===== config.mk =====
export PLATFORM = sky130hd
export DESIGN_NAME = banked_regfile
export DESIGN_NICKNAME = d
export VERILOG_FILES = /design/src/rtl/rf_pkg.sv /design/src/rtl/rf_bank_map.sv /design/src/rtl/rf_gpr_array.sv /design/src/rtl/rf_psr_bank.sv /design/src/rtl/banked_regfile.sv
export SDC_FILE = /design/constraint.sdc
export NUM_CORES = 2
export LEC_CHECK = 0
export BUFFER_PORTS_ARGS = -buffer_cell sky130_fd_sc_hd__buf_2
export CAP_MARGIN = 25
export CORE_AREA = 2 2 406 408
export CTS_CLUSTER_DIAMETER = 40
export CTS_CLUSTER_SIZE = 12
export DETAILED_ROUTE_END_ITERATION = 7
export DIE_AREA = 0 0 408 410
export PLACE_DENSITY = 0.63
export SLEW_MARGIN = 20
export SYNTH_ARGS = -nofsm -noshare
export SYNTH_HDL_FRONTEND = slang
export SYNTH_HIERARCHICAL = 1
export SYNTH_SLANG_ARGS = --single-unit

===== constraint.sdc =====
create_clock -name clk_i -period 7 [get_ports clk_i]
set_clock_uncertainty 0.1 [all_clocks]
set_input_delay 1.05 -clock clk_i [delete_from_list [all_inputs] [get_ports clk_i]]
set_output_delay 1.05 -clock clk_i [all_outputs]
set_load 0.01 [all_outputs]

===== src/rtl/rf_pkg.sv =====
package rf_pkg;
  localparam int XLEN     = 32;
  localparam int NUM_LOG  = 16;
  localparam int NUM_GPR  = 31;
  localparam int NUM_SPSR = 5;
  localparam int LIDX_W   = $clog2(NUM_LOG);
  localparam int GIDX_W   = $clog2(NUM_GPR);
  localparam int SIDX_W   = $clog2(NUM_SPSR);
  localparam int PC_IDX   = 15;
  localparam int LR_IDX   = 14;
  localparam int SP_IDX   = 13;
  localparam int FIQ_LO   = 8;
  localparam int FIQ_BASE = 16;
  localparam int EXC_BASE = FIQ_BASE + (LR_IDX - FIQ_LO + 1);
  localparam int PC_STEP  = 4;
  localparam int PC_LEAD  = 8;

  typedef enum logic [2:0] {
    MODE_USR = 3'd0,
    MODE_FIQ = 3'd1,
    MODE_IRQ = 3'd2,
    MODE_SVC = 3'd3,
    MODE_ABT = 3'd4,
    MODE_UND = 3'd5,
    MODE_SYS = 3'd6,
    MODE_BAD = 3'd7
  } cpu_mode_e;
endpackage


===== src/rtl/rf_bank_map.sv =====
module rf_bank_map
  import rf_pkg::*;
(
  input  cpu_mode_e         mode_i,
  input  logic [LIDX_W-1:0] lidx_i,
  output logic [GIDX_W-1:0] pidx_o
);
  logic in_fiq_range;
  logic is_sp_lr;
  logic [GIDX_W-1:0] exc_base;

  assign in_fiq_range = (lidx_i >= LIDX_W'(FIQ_LO)) && (lidx_i <= LIDX_W'(LR_IDX));
  assign is_sp_lr     = (lidx_i == LIDX_W'(SP_IDX)) || (lidx_i == LIDX_W'(LR_IDX));

  // each exception mode owns a consecutive SP/LR pair
  always_comb begin
    unique case (mode_i)
      MODE_IRQ: exc_base = GIDX_W'(EXC_BASE);
      MODE_SVC: exc_base = GIDX_W'(EXC_BASE + 2);
      MODE_ABT: exc_base = GIDX_W'(EXC_BASE + 4);
      MODE_UND: exc_base = GIDX_W'(EXC_BASE + 6);
      default:  exc_base = '0;
    endcase
  end

  always_comb begin
    pidx_o = GIDX_W'(lidx_i);
    if (mode_i == MODE_FIQ && in_fiq_range)
      pidx_o = GIDX_W'(FIQ_BASE) + GIDX_W'(lidx_i - LIDX_W'(FIQ_LO));
    else if (is_sp_lr && exc_base != '0)
      pidx_o = exc_base + GIDX_W'(lidx_i == LIDX_W'(LR_IDX));
  end
endmodule


===== src/rtl/rf_gpr_array.sv =====
module rf_gpr_array
  import rf_pkg::*;
#(
  parameter int NRD = 2
) (
  input  logic                  clk_i,
  input  logic                  rst_ni,
  input  logic                  we_i,
  input  logic [GIDX_W-1:0]     widx_i,
  input  logic [XLEN-1:0]       wd_i,
  input  logic                  pc_inc_i,
  input  logic [GIDX_W-1:0]     ridx_i [NRD],
  output logic [XLEN-1:0]       rdata_o [NRD],
  output logic [XLEN-1:0]       pc_o
);
  logic [XLEN-1:0] regs [NUM_GPR];

  for (genvar g = 0; g < NUM_GPR; g++) begin : g_reg
    if (g == PC_IDX) begin : g_pc
      always_ff @(posedge clk_i or negedge rst_ni) begin
        if (!rst_ni)                                     regs[g] <= '0;
        else if (we_i && widx_i == GIDX_W'(g))           regs[g] <= wd_i;
        else if (pc_inc_i)                               regs[g] <= regs[g] + XLEN'(PC_STEP);
      end
    end else begin : g_gp
      always_ff @(posedge clk_i or negedge rst_ni) begin
        if (!rst_ni)                                     regs[g] <= '0;
        else if (we_i && widx_i == GIDX_W'(g))           regs[g] <= wd_i;
      end
    end
  end

  for (genvar p = 0; p < NRD; p++) begin : g_rd
    assign rdata_o[p] = (ridx_i[p] < GIDX_W'(NUM_GPR)) ? regs[ridx_i[p]] : '0;
  end

  assign pc_o = regs[PC_IDX];

  AST_PC_WR_PRIO: assert property (@(posedge clk_i) disable iff (!rst_ni)
    (we_i && widx_i == GIDX_W'(PC_IDX)) |=> (pc_o == $past(wd_i)));
  AST_PC_STEP: assert property (@(posedge clk_i) disable iff (!rst_ni)
    (pc_inc_i && !(we_i && widx_i == GIDX_W'(PC_IDX))) |=> (pc_o == $past(pc_o) + XLEN'(PC_STEP)));
endmodule


===== src/rtl/rf_psr_bank.sv =====
module rf_psr_bank
  import rf_pkg::*;
(
  input  logic            clk_i,
  input  logic            rst_ni,
  input  cpu_mode_e       mode_i,
  input  logic            cpsr_we_i,
  input  logic [XLEN-1:0] cpsr_wd_i,
  input  logic            spsr_we_i,
  input  logic [XLEN-1:0] spsr_wd_i,
  output logic [XLEN-1:0] cpsr_o,
  output logic [XLEN-1:0] spsr_o
);
  logic [XLEN-1:0]   cpsr_q;
  logic [XLEN-1:0]   spsr_q [NUM_SPSR];
  logic              has_spsr;
  logic [SIDX_W-1:0] sidx;

  always_comb begin
    has_spsr = 1'b1;
    sidx     = '0;
    unique case (mode_i)
      MODE_FIQ: sidx = SIDX_W'(0);
      MODE_IRQ: sidx = SIDX_W'(1);
      MODE_SVC: sidx = SIDX_W'(2);
      MODE_ABT: sidx = SIDX_W'(3);
      MODE_UND: sidx = SIDX_W'(4);
      default:  has_spsr = 1'b0;
    endcase
  end

  always_ff @(posedge clk_i or negedge rst_ni) begin
    if (!rst_ni)        cpsr_q <= '0;
    else if (cpsr_we_i) cpsr_q <= cpsr_wd_i;
  end

  for (genvar s = 0; s < NUM_SPSR; s++) begin : g_spsr
    always_ff @(posedge clk_i or negedge rst_ni) begin
      if (!rst_ni)                                          spsr_q[s] <= '0;
      else if (spsr_we_i && has_spsr && sidx == SIDX_W'(s)) spsr_q[s] <= spsr_wd_i;
    end
  end

  assign cpsr_o = cpsr_q;
  assign spsr_o = has_spsr ? spsr_q[sidx] : '0;

  AST_CPSR_WR: assert property (@(posedge clk_i) disable iff (!rst_ni)
    cpsr_we_i |=> (cpsr_o == $past(cpsr_wd_i)));
  AST_SPSR_USER_ZERO: assert property (@(posedge clk_i) disable iff (!rst_ni)
    (mode_i == MODE_USR || mode_i == MODE_SYS || mode_i == MODE_BAD) |-> (spsr_o == '0));
endmodule


===== src/rtl/banked_regfile.sv =====
module banked_regfile
  import rf_pkg::*;
(
  input  logic              clk_i,
  input  logic              rst_ni,
  input  logic              mode_we_i,
  input  logic [2:0]        mode_i,
  output logic [2:0]        mode_o,
  input  logic [LIDX_W-1:0] ra_addr_i,
  output logic [XLEN-1:0]   ra_data_o,
  input  logic [LIDX_W-1:0] rb_addr_i,
  output logic [XLEN-1:0]   rb_data_o,
  input  logic              we_i,
  input  logic [LIDX_W-1:0] wa_addr_i,
  input  logic [XLEN-1:0]   wd_i,
  input  logic              pc_inc_i,
  output logic [XLEN-1:0]   pc_o,
  input  logic              cpsr_we_i,
  input  logic [XLEN-1:0]   cpsr_wd_i,
  output logic [XLEN-1:0]   cpsr_o,
  input  logic              spsr_we_i,
  input  logic [XLEN-1:0]   spsr_wd_i,
  output logic [XLEN-1:0]   spsr_o
);
  localparam int NRD = 2;
  localparam int NMAP = NRD + 1;

  cpu_mode_e         mode_q;
  logic [LIDX_W-1:0] lidx [NMAP];
  logic [GIDX_W-1:0] pidx [NMAP];
  logic [GIDX_W-1:0] ridx [NRD];
  logic [XLEN-1:0]   rraw [NRD];
  logic [XLEN-1:0]   rout [NRD];

  always_ff @(posedge clk_i or negedge rst_ni) begin
    if (!rst_ni)        mode_q <= MODE_SVC;
    else if (mode_we_i) mode_q <= cpu_mode_e'(mode_i);
  end
  assign mode_o = mode_q;

  assign lidx[0] = ra_addr_i;
  assign lidx[1] = rb_addr_i;
  assign lidx[2] = wa_addr_i;

  for (genvar m = 0; m < NMAP; m++) begin : g_map
    rf_bank_map u_map (.mode_i(mode_q), .lidx_i(lidx[m]), .pidx_o(pidx[m]));
  end

  for (genvar p = 0; p < NRD; p++) begin : g_rport
    assign ridx[p] = pidx[p];
    // index 15 shows the fetch lead
    assign rout[p] = (lidx[p] == LIDX_W'(PC_IDX)) ? rraw[p] + XLEN'(PC_LEAD) : rraw[p];
  end

  rf_gpr_array #(.NRD(NRD)) u_gpr (
    .clk_i, .rst_ni,
    .we_i, .widx_i(pidx[2]), .wd_i,
    .pc_inc_i,
    .ridx_i(ridx), .rdata_o(rraw),
    .pc_o
  );

  rf_psr_bank u_psr (
    .clk_i, .rst_ni, .mode_i(mode_q),
    .cpsr_we_i, .cpsr_wd_i, .spsr_we_i, .spsr_wd_i,
    .cpsr_o, .spsr_o
  );

  assign ra_data_o = rout[0];
  assign rb_data_o = rout[1];

  AST_PC_LEAD: assert property (@(posedge clk_i) disable iff (!rst_ni)
    (ra_addr_i == LIDX_W'(PC_IDX)) |-> (ra_data_o == pc_o + XLEN'(PC_LEAD)));
  AST_MODE_LOAD: assert property (@(posedge clk_i) disable iff (!rst_ni)
    mode_we_i |=> (mode_o == $past(mode_i)));
  AST_SAME_INDEX: assert property (@(posedge clk_i) disable iff (!rst_ni)
    (ra_addr_i == rb_addr_i) |-> (ra_data_o == rb_data_o));
endmodule


==> flow_summary.json <==
{
  "power_density_nw_per_um2": 347,
  "first_pass_iters": 6,
  "vias": 47556,
  "synth_top_cells_by_count": "dfrtp_1 (1185), mux2_2 (1061), mux2i_1 (414)",
  "async_flop_share": 1.00,
  "slew_viol_final": 0,
  "dp_hpwl_mm": 144,
  "yosysTopAreaCellShare": 0.457,
  "leakage_nw": 33.8,
  "yosysMostFrequentCell": "dfrtp_1",
  "initial_core_util": 0.396,
  "endpoint_kind": "output pin",
  "layout-drive-gt1-share": 0.445,
  "fin_crit_ns": 6.92,
  "required_ns": 5.85,
  "core.rowCount": 149,
  "grtUsageTotal": 0.273,
  "p_int_mw": 18.6,
  "numCtsBuffers": 195,
  "slew_headroom": 0.263,
  "htreeDepth": 4,
  "clockRootBuffer": "clkbuf_16",
  "dieArea_um2": 167000,
  "tightest_slew_ns": 1.11,
  "wl_mm": 234,
  "instances_no_fill": 7617,
  "r2r_cells": 13,
  "portBuffers": 280,
  "fillers": 14450,
  "ant_nets": 0,
  "p_seq_frac": 0.377,
  "switching_share": 0.310,
  "cp_max_fo": 34,
  "grt_pass1_wl_mm": 336,
  "setup_viol": 0,
  "cp_num_buf_inv": 5,
  "tritoncts": "done",
  "crit_path_top_delay_cell": "dfstp_4",
  "yosysUniqueCellTypes": 73,
  "arrival_ns": 5.77,
  "die_h_um": 410,
  "clk-insertion-delay-late_ns": 0.83,
  "clockBufferDepth": 3,
  "synth_area_per_cell_um2": 13.0,
  "ys.flop_type": "dfrtp_1",
  "max_cap_violations": 0,
  "p_comb_frac": 0.246,
  "pwr-share-clk": 0.377,
  "clk_pin_slew_worst_paths_ns": 0.05,
  "yosysTopAreaCell": "dfrtp_1",
  "syn2layout_area_growth_pct": 19.8,
  "layout.nets": 5390,
  "hold_viol_final": 0,
  "setup_slack_ns": 0.0760,
  "ys_seq_elements": 1187,
  "vias_per_cell": 6.24,
  "max_stage_delay_ns": 0.64,
  "fp.dieW_um": 408,
  "synth_edf_count": 0,
  "status": "finished, final reports clean",
  "dp_cells": 7177,
  "fmax_ghz": 0.144,
  "peakVddDrop_uv": 294,
  "critPathLaunchType": "flip-flop",
  "numClockSinks": 1187,
  "ys_seq_area_frac": 0.458,
  "dpl_worst_slack_ns": 0.173,
  "antenna_found_initial": 23,
  "grt_max_degree": 180,
  "path_class": "flip-flop to output pin",
  "ios": 281,
  "core-area_um2": 163000,
  "synth.top_cells.by_area": "dfrtp_1 (46%), mux2_2 (18%), mux4_2 (9.0%)",
  "drc": 0,
  "fin_crit_sh": 0.989,
  "path_cells": "inv_1 -> ha_4 -> inv_1 -> ha_1 -> ha_1 -> xnor2_2 -> a31oi_4 -> buf_12 -> buf_6 -> mux2i_1 -> o22ai_1 -> nor4_1 -> nand3_1 -> nand4_1 -> nor2_1 -> and4b_1 -> xor2_1 -> buf_2",
  "power.switching_mw": 8.36,
  "drt-wirelength-per-cell_um": 30.7,
  "netlist_area_um2": 64800,
  "globalRouteOverflowTotal": 0,
  "path_delay_family": "simple AND/OR/NAND/NOR gates",
  "grt_pass1_vias": 47500,
  "yosysWarnings": 6,
  "syn_nets": 5113,
  "worst-path-stages": 18,
  "place_congestion": 0.903,
  "synth_cells": 4983,
  "drt_iter0_markers": 4850,
  "hold_path_class": "input port to asynchronous set/reset pin"
}
-- worst paths after layout --
kind,start,to,slack (ns)
min,rst_ni,u_gpr/regs[102],0.15
max in group asynchronous,rst_ni,u_gpr/regs[396],5.08
min in group clk_i,cpsr_wd_i[19],u_psr/cpsr_o[19],0.38
max,mode_o[1],rb_data_o[30],0.08
max reg2reg,mode_o[1],u_gpr/regs[23],1.75
min reg2reg,u_psr/cpsr_o[30],u_psr/cpsr_o[30],0.38
-- cell usage in the layout (no fill, tap or decap), types with 44 or more instances in the layout --
| master | count |
|---|---|
| mux4_2 | 259 |
| buf_2 | 279 |
| a211oi_1 | 56 |
| buf_4 | 221 |
| o22ai_1 | 63 |
| xor2_1 | 44 |
| mux2_2 | 1061 |
| xnor2_1 | 44 |
| nor2b_1 | 46 |
| clkbuf_16 | 205 |
| nand4_1 | 72 |
| nand2_1 | 166 |
| a21oi_1 | 67 |
| nand3_1 | 118 |
| mux2_1 | 85 |
| a22oi_1 | 92 |
| mux2i_1 | 414 |
| o211ai_1 | 162 |
| dfrtp_1 | 1184 |
| buf_12 | 55 |
| o21ai_0 | 50 |
-- area by class of cell --
class | count | area, µm² | area share
Tap cell | 2189 | 2740 | 0.0353
Timing Repair Buffer | 593 | 5000 | 0.0644
Clock inverter | 122 | 1650 | 0.0212
Clock buffer | 238 | 5340 | 0.0687
Inverter | 30 | 116 | 0.00150
Antenna cell | 5 | 12.5 | 0.000161
Sequential cell | 1187 | 29700 | 0.383
Multi-Input combinational cell | 3253 | 33100 | 0.426
-- state kept, by name (all words and copies together), names as in the netlist --
register and count:
u_psr/spsr_q 160, u_psr/cpsr_o 32, u_gpr/pc_o 32, mode_o 3
u_gpr/regs 960
-- power groups by stage --
stage	Clock [mW]	Combinational, mW	Sequential, mW
final	10.2	6.64	10.2
after global placement	0	6.24	10.1
after detailed placement	0	6.34	10.2
after global routing	10.7	7.03	10.4
after floorplan	0	4.46	9.67
after CTS	10.3	6.48	10.1
-- metal layers --
layer,share of wire,global-route usage
met5,0.00026,0
met4,0.059,0.144
met3,0.094,0.0714
met2,0.45,0.420
met1,0.39,0.354
-- cell families after synthesis --
family	share of synthesized area
AOI/OAI and AO/OA	0.0695
xor gates and xnor gates	0.0127
adders and majority gates	0.00232
buffers and inverters	0.0411
DFF	0.458
muxes	0.360
and+or+nand+nor	0.0561
-- repair_timing --
item,CTS,global route
pin swaps,21,26
resized for setup,40,55
gates cloned,8,6
buffers inserted,22,36
hold buffers,0,0
setup endpoints to repair,44,35
-- stage by stage --
step	instance area, µm²	util	hold slack [ns]	total power, mW	TNS (ns)
2_1_floorplan	64800	-	0.358	14.1	0
3_5_place_dp	69200	0.423	0.370	16.5	0
3_3_place_gp	69200	0.423	0.363	16.3	0
5_1_grt	77600	0.475	0.203	28.0	-0.347
6_report	77600	0.475	0.145	27.0	0
4_1_cts	76800	0.470	0.163	26.9	0
Power figures use the tool's default switching activity.
